`src/rtl/pbc_pkg.sv`:
```
package pbc_pkg;

  typedef enum logic [1:0] {
    PS_OFF     = 2'd0,
    PS_OFF_REL = 2'd1,
    PS_ON_REL  = 2'd2,
    PS_ON      = 2'd3
  } pwr_state_e;

  function automatic int unsigned to_ticks(input int unsigned ms, input int unsigned hz);
    longint unsigned prod;
    prod = longint'(ms) * longint'(hz);
    return int'(prod / 1000);
  endfunction

  function automatic int unsigned debounce_ms(input logic [1:0] sel);
    case (sel)
      2'd0:    return 50;
      2'd1:    return 100;
      2'd2:    return 500;
      default: return 0;
    endcase
  endfunction

  function automatic int unsigned turn_on_ms(input logic [1:0] sel);
    case (sel)
      2'd0:    return 500;
      2'd1:    return 50;
      2'd2:    return 100;
      default: return 0;
    endcase
  endfunction

  function automatic int unsigned long_press_ms(input logic [1:0] sel);
    case (sel)
      2'd0:    return 5000;
      2'd1:    return 10000;
      2'd2:    return 15000;
      default: return 0;
    endcase
  endfunction

endpackage

```
`src/rtl/pbc_debounce.sv`:
```
module pbc_debounce
  import pbc_pkg::*;
#(
  parameter int TICK_HZ     = 32768,
  parameter int SYNC_STAGES = 2,
  parameter int CW          = 19
) (
  input  logic       clk,
  input  logic       rst_n,
  input  logic       tick,
  input  logic       din,
  input  logic [1:0] db_sel,
  output logic       lvl
);

  localparam logic [CW-1:0] LIM0 = CW'(to_ticks(debounce_ms(2'd0), TICK_HZ));
  localparam logic [CW-1:0] LIM1 = CW'(to_ticks(debounce_ms(2'd1), TICK_HZ));
  localparam logic [CW-1:0] LIM2 = CW'(to_ticks(debounce_ms(2'd2), TICK_HZ));

  logic [SYNC_STAGES-1:0] sync_q;
  logic                   lvl_q, lvl_n;
  logic [CW-1:0]          cnt_q, cnt_n;
  logic [CW-1:0]          lim;
  logic                   s;

  genvar g;
  generate
    for (g = 0; g < SYNC_STAGES; g++) begin : g_sync
      always_ff @(posedge clk or negedge rst_n) begin
        if (!rst_n) sync_q[g] <= 1'b0;
        else        sync_q[g] <= (g == 0) ? din : sync_q[(g == 0) ? 0 : g-1];
      end
    end
  endgenerate

  assign s = sync_q[SYNC_STAGES-1];

  always_comb begin
    case (db_sel)
      2'd0:    lim = LIM0;
      2'd1:    lim = LIM1;
      2'd2:    lim = LIM2;
      default: lim = '0;
    endcase
  end

  always_comb begin
    lvl_n = lvl_q;
    cnt_n = cnt_q;
    if (s == lvl_q) begin
      cnt_n = '0;
    end else if (lim == '0) begin
      lvl_n = s;
    end else if (tick) begin
      if (cnt_q + CW'(1) >= lim) begin
        lvl_n = s;
        cnt_n = '0;
      end else begin
        cnt_n = cnt_q + CW'(1);
      end
    end
  end

  always_ff @(posedge clk or negedge rst_n) begin
    if (!rst_n) begin
      lvl_q <= 1'b0;
      cnt_q <= '0;
    end else begin
      lvl_q <= lvl_n;
      cnt_q <= cnt_n;
    end
  end

  assign lvl = lvl_q;

  AST_LVL_HOLDS_WHEN_MATCHED: assert property (@(posedge clk) disable iff (!rst_n)
    (s == lvl_q) |=> $stable(lvl_q));

endmodule

```
`src/rtl/pbc_trigger.sv`:
```
module pbc_trigger (
  input  logic       clk,
  input  logic       rst_n,
  input  logic       lvl,
  input  logic [2:0] trig_sel,
  output logic       pressed,
  output logic       evt
);

  logic lvl_q;

  always_ff @(posedge clk or negedge rst_n) begin
    if (!rst_n) lvl_q <= 1'b0;
    else        lvl_q <= lvl;
  end

  always_comb begin
    pressed = (trig_sel == 3'd0 || trig_sel == 3'd3) ? !lvl : lvl;
    case (trig_sel)
      3'd0:    evt = !lvl;
      3'd1:    evt = lvl;
      3'd2:    evt = lvl & !lvl_q;
      3'd3:    evt = !lvl & lvl_q;
      default: evt = lvl ^ lvl_q;
    endcase
  end

  AST_EDGE_EVENT_NEEDS_CHANGE: assert property (@(posedge clk) disable iff (!rst_n)
    (trig_sel >= 3'd2 && evt) |-> (lvl != $past(lvl)));

endmodule

```
`src/rtl/pbc_power_fsm.sv`:
```
module pbc_power_fsm
  import pbc_pkg::*;
#(
  parameter int TICK_HZ = 32768,
  parameter int CW      = 19
) (
  input  logic       clk,
  input  logic       rst_n,
  input  logic       tick,
  input  logic       pressed,
  input  logic [1:0] on_sel,
  input  logic [1:0] lp_sel,
  input  logic       force_off,
  output logic       pwr_on,
  output logic       eo_set,
  output logic       spo_set
);

  localparam logic [CW-1:0] ON0 = CW'(to_ticks(turn_on_ms(2'd0), TICK_HZ));
  localparam logic [CW-1:0] ON1 = CW'(to_ticks(turn_on_ms(2'd1), TICK_HZ));
  localparam logic [CW-1:0] ON2 = CW'(to_ticks(turn_on_ms(2'd2), TICK_HZ));
  localparam logic [CW-1:0] LP0 = CW'(to_ticks(long_press_ms(2'd0), TICK_HZ));
  localparam logic [CW-1:0] LP1 = CW'(to_ticks(long_press_ms(2'd1), TICK_HZ));
  localparam logic [CW-1:0] LP2 = CW'(to_ticks(long_press_ms(2'd2), TICK_HZ));

  pwr_state_e    st_q, st_n;
  logic [CW-1:0] cnt_q, cnt_n;
  logic          held_q, held_n;
  logic [CW-1:0] on_lim, lp_lim;
  logic          lp_en;
  logic          cnt_full;

  always_comb begin
    case (on_sel)
      2'd0:    on_lim = ON0;
      2'd1:    on_lim = ON1;
      2'd2:    on_lim = ON2;
      default: on_lim = '0;
    endcase
    lp_en = (lp_sel != 2'd3);
    case (lp_sel)
      2'd0:    lp_lim = LP0;
      2'd1:    lp_lim = LP1;
      default: lp_lim = LP2;
    endcase
  end

  assign cnt_full = &cnt_q;

  always_comb begin
    st_n    = st_q;
    cnt_n   = cnt_q;
    eo_set  = 1'b0;
    spo_set = 1'b0;
    if (force_off) begin
      st_n  = PS_OFF_REL;
      cnt_n = '0;
    end else begin
      case (st_q)
        PS_OFF: begin
          if (!pressed) begin
            cnt_n = '0;
          end else if (cnt_q >= on_lim) begin
            st_n  = PS_ON_REL;
            cnt_n = '0;
          end else if (tick && !cnt_full) begin
            cnt_n = cnt_q + CW'(1);
          end
        end
        PS_OFF_REL: begin
          cnt_n = '0;
          if (!pressed) st_n = PS_OFF;
        end
        PS_ON_REL: begin
          cnt_n = '0;
          if (!pressed) st_n = PS_ON;
        end
        default: begin
          if (!pressed) begin
            cnt_n   = '0;
            spo_set = held_q;
          end else if (lp_en && cnt_q >= lp_lim) begin
            st_n   = PS_OFF_REL;
            cnt_n  = '0;
            eo_set = 1'b1;
          end else if (tick && !cnt_full) begin
            cnt_n = cnt_q + CW'(1);
          end
        end
      endcase
    end
    held_n = (st_q == PS_ON) && pressed && (st_n == PS_ON);
  end

  always_ff @(posedge clk or negedge rst_n) begin
    if (!rst_n) begin
      st_q   <= PS_OFF;
      cnt_q  <= '0;
      held_q <= 1'b0;
    end else begin
      st_q   <= st_n;
      cnt_q  <= cnt_n;
      held_q <= held_n;
    end
  end

  assign pwr_on = (st_q == PS_ON) || (st_q == PS_ON_REL);

  AST_OFF_NEEDS_PRESS: assert property (@(posedge clk) disable iff (!rst_n)
    (st_q == PS_OFF && !pressed && !force_off) |=> (st_q == PS_OFF));
  AST_FORCE_OFF_WINS: assert property (@(posedge clk) disable iff (!rst_n)
    force_off |=> !pwr_on);
  AST_EO_LEAVES_ON: assert property (@(posedge clk) disable iff (!rst_n)
    eo_set |=> (st_q == PS_OFF_REL));
  AST_SPO_KEEPS_ON: assert property (@(posedge clk) disable iff (!rst_n)
    spo_set |=> pwr_on);

endmodule

```
`src/rtl/pwr_button_ctrl.sv`:
```
module pwr_button_ctrl #(
  parameter int TICK_HZ     = 32768,
  parameter int SYNC_STAGES = 2
) (
  input  logic       clk,
  input  logic       rst_n,
  input  logic       tick,
  input  logic       btn_i,
  input  logic [2:0] trig_sel,
  input  logic [1:0] db_sel,
  input  logic [1:0] lp_sel,
  input  logic [1:0] on_sel,
  input  logic       irq_en,
  input  logic       force_off,
  input  logic       req_en,
  input  logic       req_ovr,
  input  logic [2:0] flag_clr,
  output logic       btn_level_o,
  output logic       flag_bi_o,
  output logic       flag_eo_o,
  output logic       flag_spo_o,
  output logic       irq_o,
  output logic       pwr_req_o
);

  localparam int CW = $clog2(15 * TICK_HZ + 1);

  logic lvl, pressed, evt, pwr_on, eo_set, spo_set;
  logic bi_q, eo_q, spo_q;
  logic bi_n, eo_n, spo_n;

  pbc_debounce #(.TICK_HZ(TICK_HZ), .SYNC_STAGES(SYNC_STAGES), .CW(CW)) u_deb (
    .clk(clk), .rst_n(rst_n), .tick(tick), .din(btn_i), .db_sel(db_sel), .lvl(lvl)
  );

  pbc_trigger u_trig (
    .clk(clk), .rst_n(rst_n), .lvl(lvl), .trig_sel(trig_sel),
    .pressed(pressed), .evt(evt)
  );

  pbc_power_fsm #(.TICK_HZ(TICK_HZ), .CW(CW)) u_fsm (
    .clk(clk), .rst_n(rst_n), .tick(tick), .pressed(pressed),
    .on_sel(on_sel), .lp_sel(lp_sel), .force_off(force_off),
    .pwr_on(pwr_on), .eo_set(eo_set), .spo_set(spo_set)
  );

  always_comb begin
    bi_n  = (bi_q  & ~flag_clr[0]) | evt;
    eo_n  = (eo_q  & ~flag_clr[1]) | eo_set;
    spo_n = (spo_q & ~flag_clr[2]) | spo_set;
  end

  always_ff @(posedge clk or negedge rst_n) begin
    if (!rst_n) begin
      bi_q  <= 1'b0;
      eo_q  <= 1'b0;
      spo_q <= 1'b0;
    end else begin
      bi_q  <= bi_n;
      eo_q  <= eo_n;
      spo_q <= spo_n;
    end
  end

  assign btn_level_o = lvl;
  assign flag_bi_o   = bi_q;
  assign flag_eo_o   = eo_q;
  assign flag_spo_o  = spo_q;
  assign irq_o       = bi_q & irq_en;
  assign pwr_req_o   = !force_off && (req_ovr || (req_en && pwr_on));

  AST_CLEAR_WITHOUT_SET: assert property (@(posedge clk) disable iff (!rst_n)
    (flag_clr[0] && !evt) |=> !flag_bi_o);
  AST_EO_STICKY: assert property (@(posedge clk) disable iff (!rst_n)
    (flag_eo_o && !flag_clr[1]) |=> flag_eo_o);

endmodule

```
`config.mk`:
```
export PLATFORM = sky130hd
export DESIGN_NAME = pwr_button_ctrl
export DESIGN_NICKNAME = d
export VERILOG_FILES = /design/src/rtl/pbc_pkg.sv /design/src/rtl/pbc_debounce.sv /design/src/rtl/pbc_trigger.sv /design/src/rtl/pbc_power_fsm.sv /design/src/rtl/pwr_button_ctrl.sv
export SDC_FILE = /design/constraint.sdc
export NUM_CORES = 1
export LEC_CHECK = 0
export ABC_AREA = 1
export BUFFER_PORTS_ARGS = -buffer_cell sky130_fd_sc_hd__buf_4
export CORE_ASPECT_RATIO = 1.75
export CORE_MARGIN = 1.5
export CORE_UTILIZATION = 55
export CTS_CLUSTER_SIZE = 12
export DETAILED_ROUTE_END_ITERATION = 12
export GPL_ROUTABILITY_DRIVEN = 0
export MAX_ROUTING_LAYER = met4
export PLACE_DENSITY_LB_ADDON = 0.08
export RECOVER_POWER = 100
export SLEW_MARGIN = 0
export SYNTH_ARGS = -nofsm -noshare
export SYNTH_HDL_FRONTEND = slang
export SYNTH_SLANG_ARGS = --single-unit
```
`constraint.sdc`:
```
create_clock -name clk -period 2.4 [get_ports clk]
set_clock_uncertainty 0.2 [all_clocks]
set_input_delay 0.24 -clock clk [delete_from_list [all_inputs] [get_ports clk]]
set_output_delay 0.24 -clock clk [all_outputs]
set_load 0.1 [all_outputs]
```
# Word-level counts from Yosys, hierarchy flattened
# Index checks and enable logic that the tools add are counted.
# classes
add_sub_neg	2
n_lt_le_gt_ge	3
n_eq_ne	15
muxes	34
bitwise	14
reduce_logical	27
# op_table
cell	count
$mux W19	10
$pmux W15 S3	2
$pmux W19 S2	2
$add A19 B1 Y19 const B	2
$ge A19 B15 Y1	2
$ge A19 B19 Y1	1
$logic_not A19 Y1	1
$reduce_and A19 Y1	1
$mux W2	7
$mux W1	11
$eq A2 B2 Y1 const B	5
$eq A2 B1 Y1 const B	4
$logic_not A2 Y1	4
$and A1 B1 Y1	6
$eq A3 B2 Y1 const B	2
$logic_and A1 B1 Y1	6
$pmux W2 S3	1
$reduce_bool A2 Y1	3
$logic_not A1 Y1	4
$not A1 Y1	4
$pmux W1 S4	1
$eq A3 B1 Y1 const B	1
$logic_not A3 Y1	1
$logic_or A1 B1 Y1	3
other kinds (9)	11
# totals
reg_bits	48
in_bits	20
out_inout_bits	6
wordCells	106

# Logic depth before layout (Yosys ltp)
# Gate-level depths: netlist of the first run.
# logic_depth
ltp_word	10
depth_mapped	20
ltp_nobuf	20

# Cells and area by module
# A second synthesis of the first run with hierarchy kept.
# hier_totals
hier_cells	546
area_unflattened_um2	3754.9
# modules_own_cells
mod	instances	cells_each	area_per_inst_um2	seq_area_each_um2
pbc_power_fsm	1	269	1861.8	550.5
pbc_debounce	1	240	1615.3	550.5
pbc_trigger	1	23	141.4	25.0
pwr_button_ctrl	1	14	136.4	75.1

# Worst setup path before layout of the first run
# No wires, ideal clock.
# synth_timing
path_type	reg2reg
startpoint	register u_deb.cnt_q[0]
endpoint	register u_deb.cnt_q[11]
setup_ns	0.137
t_arrival_ns	2.331
required_time_ns	2.063
slack_ns	-0.268
stages_incl_launch_ff	15
path_buffers	1
synth_period_minus_slack_ns	2.668
cell_sequence	dfrtp_1 ha_1 nand2_2 nor2_4 nand3_1 or2_2 xor2_1 inv_1 ha_1 nand2_1 nor3_1 nand3_1 nand3_2 buf_6 o22ai_2
# synth_between
elab_chain_len	6
# synth_lines
item	line_no	rtl
start, declared	pbc_debounce.sv:22	logic [CW-1:0] cnt_q, cnt_n;
start signal, assigned	pbc_debounce.sv:70	cnt_q <= cnt_n;
$add A19 B1 Y19 *	pbc_debounce.sv:55, pbc_debounce.sv:59	
$ge A19 B15 Y1	pbc_debounce.sv:55	if (cnt_q + CW'(1) >= lim) begin
$mux W19 *	pbc_debounce.sv:55	
$mux W19 *	pbc_debounce.sv:54	end else if (tick) begin
$mux W19 *	pbc_debounce.sv:52	end else if (lim == '0) begin
$mux W19 *	pbc_debounce.sv:50	if (s == lvl_q) begin
# Every way passes the cells marked *; elsewhere a longest branch is shown, timed or not. The select of a mux whose other input is x is not followed.
# A chain may end at the register's enable or synchronous reset.

# Worst setup path in the final report of the first run
# layout_timing
startpoint	register u_deb.cnt_q[0]
endpoint	register u_deb.cnt_q[9]
# The elaborated chain is that of the path after synthesis.

==> results.md, run 1 <==
- Final #Nets: 659
- Crit path largest cell delay: 0.42 ns
- Port Buffer Count: 25
- Number of search-and-repair iterations in the first detailed-routing pass: 4
- Number of levels in the clock H-tree: 2
- Max-slew violation total from the final report: 0
- Die Area: 7122 µm²
- Flop and latch count out of synthesis: 48
- Avg Synthesized Cell Area: 7.181 µm²
- Pin count of the biggest net entering global routing: 49
- Dpl cells: 663
- Cell-internal power: 1.590 mW
- Cell with the largest stage delay on the worst path: dfrtp_2
- Top achievable clock speed: 359.0 MHz
- Crit path kind: reg2reg
- Syn. warnings: 0
- Switching power of the nets: 945.9 µW
- Clock network latency to the later pin of the worst-skew pair: 0.30 ns
- Number of global-route vias before repair: 3639
- Leading cell types by total area after synthesis: dfrtp_1 (33%), nand2_1 (11%), ha_1 (11%)
- Gate power share: 0.342
- Met1 track demand over resource: 0.2869
- Part of the total power dissipated in the clock network: 0.295
- Unrepaired setup endpoints after global routing: true
- VDD IR max: 0.5152 mV
- Setup violation total in the final timing report: 16
- Power share of the sequential group: 0.364
- Fraction of final layout cells sized beyond drive strength 1: 0.2677
- Clock tree from TritonCTS: built
- Final HPWL from detailed placement: 7.644 mm
- Clock tree root driver cell: clkbuf_16
- Share of synthesized area occupied by flip-flops and latches: 0.3306
- Final Non-Filler Cells: 691
- Final Power: 2.536 mW
- Final antenna diode count: 0
- IO Pins: 26
- Number of buffers between clock root and the deepest sink: 2
- Overall via count from detail_route: 3626
- Die boundary height: 110.5 µm
- Relative max-transition margin: 0.1733
- Layout area overhead: 33.23%
- Library cell with the highest instance count after synthesis: nand2_1
- Pwr Density: 523.9 nW/µm²
- Endpoint class of the critical path: register
- Sum Neg Setup Slack: -5.637 ns
- Routed length per instance: 15.10 µm
- Run status: finished, violations left
- All-layer global routing usage: 0.3078
- Total Routed Length: 10.43 mm
- Count of unique library cells instantiated by Yosys: 38
- Max capacitance violation total: 0
- Post-synth top area share: 0.3306
- Number of hold violations in the final report: 0
- Async set or reset register ratio after synthesis: 1.000
- Crit path DAT: 2.77 ns
- Syn Std Cell Area: 3633 µm²
- Main synth FF type: dfrtp_1
- Row count: 39
- CP startpoint kind: register
- Leakage power: 2.441 nW
- Final critical-path share of the clock period: 1.161
- Total nets after synthesis: 557
- Classification of the worst-slack hold path: in2reg
- TritonCTS sink count: 48
- Violated checks: setup timing
- Drt via density: 5.247
- Number of flops mapped to enable cells by yosys: 0
- Num CTS Buffers: 5
- Top fanout value on the critical path: 4
- Top cell by count, worst path: nand3_2
- Biggest area consumer among synthesized cells: dfrtp_1
- Final worst slack: -0.3854 ns
- Worst EP required: 2.38 ns
- Initial DRC Count: 241
- Number of routed nets with antenna violations: 0
- Die boundary width: 64.44 µm
- Global routing usage on met2: 0.5757
- Minimum clock period after layout: 2.785 ns
- DRC errors left: 0
- Sequence of cells on the critical path: ha_4 > nand3_2 > nor2_4 > xnor2_2 > inv_2 > ha_4 > nand3_2 > o21ai_1 > nand3_1 > nand3_2 > nand2_1 > nand2_1 > nand3_2 > nand3_4 > buf_4 > o22ai_2
- Worst Max-Slew Pin Slew: 1.240 ns
- Highest-utilization routing layer at the global route stage: met2
- Initial antenna violation count: 0
- Clock transition at the register clock pins on the worst setup and hold paths after CTS: 0.07 ns
- Gate count after technology mapping: 506
- Global-route wire length before repair: 16.34 mm
- Most used standard cells in the synthesized netlist: nand2_1 (111), inv_1 (88), nor2_1 (78), dfrtp_1 (48), ha_1 (31)
- Sum of overflow across all layers after global routing: 0
- Met3 Resource Use GR: 0.03666
- Switching Fraction: 0.3730
- Post-route core utilization: 0.7516
- Initial Util: 0.5641
- Placeable Area: 6441 µm²
per-stage QoR:
stage	area [µm²]	setup slack [ns]	hold slack (ns)
final	4841	-0.3854	0.04808
after global routing	4841	-0.5099	0.1061
after CTS	4693	-0.3458	0.05071
after detailed placement	4345	-0.5723	0.1011
after global placement	4345	-0.4790	0.09681
after floorplan	3646	-0.2143	-0.2556
registers in the layout, summed over array words and instances, names as in the netlist:
signal and cells:
flag_eo_o 1, u_deb.s 1, u_deb.lvl 1, u_fsm.st_q 2, flag_spo_o 1, u_deb.sync_q 1, u_fsm.held_q 1, u_trig.lvl_q 1
u_fsm.cnt_q 19, flag_bi_o 1, u_deb.cnt_q 19
power by group through the flow:
stage / sequential, mW / combinational (mW) / clock, mW
floorplan: 1.04 / 0.381 / 0
global placement: 0.925 / 0.763 / 0
detailed placement: 0.924 / 0.776 / 0
CTS: 0.916 / 0.836 / 0.751
global route: 0.930 / 0.936 / 0.787
finish: 0.922 / 0.867 / 0.747
repair_timing:
action,in CTS,in global routing
hold buffers,8,0
setup endpoints to repair,16,33
buffers inserted,5,6
gates cloned,0,1
gates resized for setup,15,30
pin swaps,7,14
endpoints found under the hold margin,52,0
per-layer routing:
layer / part of all wire / vias to the layer above
met5: 0 / -
met4: 0.054 / 0
met3: 0.021 / 36
met2: 0.57 / 71
met1: 0.35 / 1711
li1: - / 1808
layout make-up:
cell class | count | area, µm²
clock inverter | 2 | 13.76
multi-input combinational | 361 | 2242
timing repair buffer | 100 | 792.0
inverter | 92 | 346.6
clock buffer | 6 | 138.9
tap | 82 | 102.6
sequential | 48 | 1205
fill | 522 | 1600
kinds of logic after synthesis:
| family | synth area share |
|---|---|
| flip-flops | 0.3306 |
| adder cells (fa/ha/maj) | 0.1067 |
| buffers and inverters | 0.1033 |
| AO/OA/AOI/OAI | 0.08988 |
| AND/OR/NAND/NOR | 0.3213 |
| XOR/XNOR | 0.04821 |
layout by cell type (no fill, tap or decap), types with 9 or more instances in the layout:
cell / Yosys / final
nand3_1: 26 / 20
inv_1: 88 / 85
nor2_1: 78 / 74
ha_1: 31 / 27
nand4_1: 15 / 15
nand2_1: 111 / 106
buf_4: 0 / 79
xor2_1: 16 / 13
nand3_2: 4 / 9
o21ai_0: 16 / 10
dfrtp_1: 48 / 45
a21oi_1: 11 / 10
worst max-delay path: cells and delay by family (launching register included):
kind                       cells  cell delay (ns)
and+or+nand+nor                9             0.98
adders and majority gates      2             0.46
DFF                            1             0.42
buffers and inverters          2             0.24
AOI/OAI and AO/OA              2             0.21
xor gates and xnor gates       1             0.14
path summary, 6_finish.rpt:
kind,from,to,slack (ns),cells past startpoint
max in group asynchronous,rst_n,u_deb.cnt_q[10],0.63,2
worst min-delay path,tick,u_fsm.cnt_q[18],0.05,3
worst max-delay path,u_deb.cnt_q[0],u_deb.cnt_q[9],-0.39,16
worst min register to register,u_deb.sync_q[0],u_deb.s,0.16,0
min in group asynchronous,rst_n,u_deb.cnt_q[16],0.54,2
worst max register to register,u_deb.cnt_q[0],u_deb.cnt_q[9],-0.39,16
Power figures use the tool's default switching activity.
==> run 2: changes to the inputs <==
ABC_AREA = not set   (was 1)
==> run 2 against run 1 <==
  * The flow still finishes with violations (setup timing)
  * Register-to-register slack lost 0.33 ns
  * Area after synthesis shrank 5.1%
  * Worst setup slack lost 0.33 ns
  * Die area shrank 4.9%
  * Clock power shrank 19%
  * Critical path type unchanged
==> results.md, run 2 <==
- Row count: 38
- Leakage power: 2.277 nW
- Clock transition at the register clock pins on the worst setup and hold paths after CTS: 0.09 ns
- Number of global-route vias before repair: 3637
- Met3 Resource Use GR: 0.05126
- Global-route wire length before repair: 17.45 mm
- Initial DRC Count: 231
- All-layer global routing usage: 0.3451
- Die Area: 6775 µm²
- Run status: finished, violations left
- Clock tree from TritonCTS: built
- Met1 track demand over resource: 0.3134
- Number of flops mapped to enable cells by yosys: 0
- Async set or reset register ratio after synthesis: 1.000
- Unrepaired setup endpoints after global routing: true
- Count of unique library cells instantiated by Yosys: 62
- Final HPWL from detailed placement: 7.178 mm
- CP startpoint kind: register
- Routed length per instance: 21.60 µm
- Biggest area consumer among synthesized cells: dfrtp_1
- Number of routed nets with antenna violations: 0
- Die boundary width: 62.87 µm
- Post-synth top area share: 0.3482
- Pin count of the biggest net entering global routing: 49
- Global routing usage on met2: 0.6185
- Final critical-path share of the clock period: 1.299
- Number of levels in the clock H-tree: 2
- Share of synthesized area occupied by flip-flops and latches: 0.3482
- Fraction of final layout cells sized beyond drive strength 1: 0.4330
- Top fanout value on the critical path: 5
- Final Power: 2.226 mW
- Drt via density: 6.379
- Post-detailed-placement cell area: 4274 µm²
- Number of hold violations in the final report: 0
- Leading registers by flop count: u_deb.cnt_q (19), u_fsm.cnt_q (19), u_fsm.st_q (2)
- Flop and latch count out of synthesis: 48
- Layout area overhead: 48.35%
- Syn. warnings: 0
- Minimum clock period after layout: 3.117 ns
- Top achievable clock speed: 320.9 MHz
- Total nets after synthesis: 424
- Final Non-Filler Cells: 565
- Post-route cell area: 5117 µm²
- DRC errors left: 0
- Gate count after technology mapping: 373
- TritonCTS sink count: 48
- Highest-utilization routing layer at the global route stage: met2
- Max capacitance violation total: 0
- Leading cell types by total area after synthesis: dfrtp_1 (35%), ha_1 (11%), nor4_1 (4.2%)
- VDD IR max: 0.5155 mV
- Total Routed Length: 12.21 mm
- Endpoint class of the critical path: register
- Num CTS Buffers: 5
- Crit path kind: reg2reg
- Avg Synthesized Cell Area: 9.248 µm²
- IO Pins: 26
- Number of buffers between clock root and the deepest sink: 2
- Classification of the worst-slack hold path: in2reg
- Initial Util: 0.5624
- Commonest cells after routing, fill and taps aside: buf_4 (96), dfrtp_1 (43), nand2_1 (22)
- Sum of overflow across all layers after global routing: 0
- Syn Std Cell Area: 3450 µm²
- Main synth FF type: dfrtp_1
- Library cell with the highest instance count after synthesis: dfrtp_1
- Crit path DAT: 3.12 ns
- Worst EP required: 2.40 ns
- Clock network latency to the later pin of the worst-skew pair: 0.32 ns
- Die boundary height: 107.8 µm
- Max-slew violation total from the final report: 0
- Number of fillers in the final layout: 358
- Relative max-transition margin: 0.1684
- Leading cell type in the layout, fill and taps excluded: buf_4
- Final worst slack: -0.7167 ns
- Pwr Density: 434.9 nW/µm²
- Overall via count from detail_route: 3604
- Placeable Area: 6133 µm²
- Dpl cells: 533
- Initial antenna violation count: 0
- Most used standard cells in the synthesized netlist: dfrtp_1 (48), ha_1 (31), nand2_1 (25), nand3_1 (23), nor4_1 (23)
- Number of search-and-repair iterations in the first detailed-routing pass: 4
- Final #Nets: 535
- Setup violation total in the final timing report: 32
- Violated checks: setup timing
- Port Buffer Count: 25
- Worst Max-Slew Pin Slew: 1.247 ns
- Final antenna diode count: 0
- Clock tree root driver cell: clkbuf_8
==> run 2: worst paths after layout <==
path,from,endpoint,slack [ns],cells past startpoint
worst max-delay path,u_deb.cnt_q[0],u_deb.cnt_q[13],-0.72,13
min in group asynchronous,rst_n,u_fsm.st_q[1],0.51,2
worst min-delay path,tick,u_deb.lvl,0.05,3
worst min register to register,u_deb.sync_q[0],u_deb.s,0.16,0
worst max register to register,u_deb.cnt_q[0],u_deb.cnt_q[13],-0.72,13
max in group asynchronous,rst_n,u_deb.cnt_q[1],0.63,2
==> run 2: per-stage QoR <==
stage | setup TNS [ns] | setup WS, ns | hold WS (ns) | util
after floorplan | -9.454 | -0.7533 | -0.2556 | -
after global placement | -17.07 | -0.7950 | 0.09421 | 0.6969
after detailed placement | -18.79 | -0.8901 | 0.1015 | 0.6969
after CTS | -9.938 | -0.7174 | 0.04338 | 0.7968
after global routing | -15.70 | -0.9009 | 0.05903 | 0.8344
final | -11.14 | -0.7167 | 0.04805 | 0.8344
==> run 2: cell families after synthesis <==
kind of cell,Yosys count,share of synthesized area
buf+inv,38,0.05404
flops,48,0.3482
mux,3,0.008705
xor+xnor,31,0.07871
fa+ha+maj,31,0.1124
compound gates,63,0.1306
simple gates,159,0.2673
==> run 2: worst max-delay path: stages, from the launching register on <==
cell      delay [ns]
dfrtp_2         0.43
ha_4            0.19
nand3_4         0.09
nor3_4          0.17
nand3_2         0.11
xnor2_2         0.16
ha_1            0.32
nand2_2         0.07
or4_4           0.49
o221ai_2        0.20
or4_4           0.18
buf_4           0.13
nor2_1          0.04
o31a_1          0.22
==> run 2: cell type report <==
class,count,area (µm²),area share
Multi-Input combinational cell,287,2636,0.5152
Inverter,22,105.1,0.02054
Timing Repair Buffer,120,957.2,0.1870
Tap cell,80,100.1,0.01956
Clock buffer,5,68.82,0.01345
Clock inverter,3,42.54,0.008313
Sequential cell,48,1207,0.2359
==> run 2: routing by layer <==
layer  routed length (µm)  share of wire
met5                    0              0
met4                 1110          0.091
met3                  515          0.042
met2                 6659           0.55
met1                 3919           0.32
==> run 2: what timing repair did <==
action,4_1_cts,5_1_grt
cloned,2,1
hold buffers,6,0
endpoints found under the hold margin,52,0
pin swaps,31,19
setup endpoints to repair,32,36
resized for setup,58,41
buffers inserted,10,7
==> run 2: power by group <==
group,leakage [nW],switching (mW),internal (mW)
sequential,0.645,0.0289,0.835
clock,0.0541,0.298,0.309
combinational,1.58,0.470,0.285
==> run 3: changes to the inputs <==
MAX_ROUTING_LAYER = not set   (was met4)
==> run 3 against run 2 <==
  * The run still ends with setup timing left
  * Total power shrank 1.0%
  * Register-to-register slack is essentially flat
  * Die area is the same
  * Critical path depth is the same
  * Cell count grew 0.18%
  * Via count grew 1.0%
  * Clock power is essentially flat
  * Worst setup slack lost 0.0067 ns
  * Core utilization shrank 0.45 points
==> results.md, run 3 (synthesis results as in run 2) <==
- Die Area: 6775 µm²
- Number of buffers between clock root and the deepest sink: 2
- Overall via count from detail_route: 3641
- Initial antenna violation count: 0
- Initial DRC Count: 341
- Top achievable clock speed: 320.2 MHz
- Crit path DAT: 3.13 ns
- Leakage power: 2.268 nW
- Leading registers by flop count: u_deb.cnt_q (19), u_fsm.cnt_q (19), u_fsm.st_q (2)
- Worst EP required: 2.41 ns
- Endpoint class of the critical path: register
- Global routing usage on met2: 0.6170
- Number of hold violations in the final report: 0
- Violated checks: setup timing
- Classification of the worst-slack hold path: in2reg
- Clock transition at the register clock pins on the worst setup and hold paths after CTS: 0.09 ns
- Final HPWL from detailed placement: 7.178 mm
- Pin count of the biggest net entering global routing: 49
- Fraction of final layout cells sized beyond drive strength 1: 0.4300
- Max-slew violation total from the final report: 0
- Worst setup path startpoint: u_deb.cnt_q[0]
- TritonCTS sink count: 48
- Unrepaired setup endpoints after global routing: true
- Dpl cells: 533
- Pwr Density: 432.8 nW/µm²
- Initial Util: 0.5624
- Commonest cells after routing, fill and taps aside: buf_4 (97), dfrtp_1 (43), nand2_1 (22)
- DRC errors left: 0
- Die boundary height: 107.8 µm
- Number of levels in the clock H-tree: 2
- Sum of overflow across all layers after global routing: 0
- Highest-utilization routing layer at the global route stage: met2
- Port Buffer Count: 25
- Top fanout value on the critical path: 5
- Met3 Resource Use GR: 0.05126
- Final #Nets: 536
- Number of search-and-repair iterations in the first detailed-routing pass: 6
- Worst Max-Slew Pin Slew: 1.236 ns
- Placeable Area: 6133 µm²
- CP startpoint kind: register
- Run status: finished, violations left
- Clock tree root driver cell: clkbuf_8
- Die boundary width: 62.87 µm
- Final Non-Filler Cells: 566
- Final critical-path share of the clock period: 1.301
- Setup violation total in the final timing report: 37
- IO Pins: 26
- Slack of the worst reg-to-reg path: -0.72 ns
- VDD IR max: 0.5053 mV
- Clock tree from TritonCTS: built
- Post-detailed-placement cell area: 4274 µm²
- Number of fillers in the final layout: 368
- Number of global-route vias before repair: 3654
- Post-route cell area: 5090 µm²
- Num CTS Buffers: 5
- Relative max-transition margin: 0.1763
- Row count: 38
- Max capacitance violation total: 0
- Final Power: 2.203 mW
- Crit path kind: reg2reg
- Worst reg2reg path startpoint: u_deb.cnt_q[0]
- Clock network latency to the later pin of the worst-skew pair: 0.32 ns
- All-layer global routing usage: 0.3359
- Leading cell type in the layout, fill and taps excluded: buf_4
- Hold_sp: tick
- Global-route wire length before repair: 17.46 mm
- Pre-CTS WS: -0.8901 ns
- Total Routed Length: 12.37 mm
- Layout area overhead: 47.55%
- Drt via density: 6.433
- Number of routed nets with antenna violations: 0
- Final antenna diode count: 0
- Minimum clock period after layout: 3.123 ns
- Met1 track demand over resource: 0.3148
- Routed length per instance: 21.85 µm
- Final worst slack: -0.7234 ns
## run 3: per-stage QoR
| step | hold WS (ns) | util | setup TNS (ns) |
|---|---|---|---|
| 2_1_floorplan | -0.2556 | - | -9.454 |
| 3_3_place_gp | 0.09421 | 0.6969 | -17.07 |
| 3_5_place_dp | 0.1015 | 0.6969 | -18.79 |
| 4_1_cts | 0.04338 | 0.7968 | -9.938 |
| 5_1_grt | 0.05550 | 0.8299 | -19.14 |
| 6_report | 0.04551 | 0.8299 | -13.98 |
## run 3: metal layers
| metal | up-vias | share of wire |
|---|---|---|
| met2 | 179 | 0.52 |
| met4 | 0 | 0.099 |
| li1 | 1606 | - |
| met1 | 1765 | 0.33 |
| met5 | - | 0 |
| met3 | 91 | 0.051 |
## run 3: repair_timing
item | 4_1_cts | 5_1_grt
gates cloned | 2 | 1
hold buffers | 6 | 0
pin swaps | 31 | 23
hold endpoints to repair | 52 | 0
endpoints found under the setup margin | 32 | 36
resized for setup | 58 | 37
setup buffers | 10 | 8
## run 3: cell type report
type / instances / area [µm²] / share of cell area
repair buffers: 121 / 948.4 / 0.1863
well taps: 80 / 100.1 / 0.01967
clock inverters: 3 / 42.54 / 0.008358
flip-flops and latches: 48 / 1207 / 0.2372
multi-input cells: 287 / 2618 / 0.5143
inverters: 22 / 105.1 / 0.02065
clock buffers: 5 / 68.82 / 0.01352
## run 3: critical path: stages, from the launching register on
cell      delay (ns)
dfrtp_2         0.46
ha_4            0.20
nand3_4         0.09
buf_4           0.14
nor2_1          0.05
xor2_1          0.15
ha_1            0.32
nand2_1         0.07
or4_4           0.54
o221ai_2        0.20
or4_4           0.18
buf_4           0.14
nor2_1          0.04
o31a_1          0.22
## run 3: path summary, 6_finish.rpt
path / end / cells after the start
setup / recovery: u_deb.cnt_q[13] / 13
hold / removal: u_deb.lvl / 3
setup reg to reg: u_deb.cnt_q[13] / 13
hold reg to reg: u_deb.s / 0
max in group asynchronous: u_deb.cnt_q[1] / 2
min in group asynchronous: flag_spo_o / 2
## run 3: where the power goes
| group | total (mW) | internal [mW] | switching, mW |
|---|---|---|---|
| clock network | 0.610 | 0.309 | 0.301 |
| logic | 0.729 | 0.264 | 0.464 |
| registers | 0.864 | 0.835 | 0.0289 |
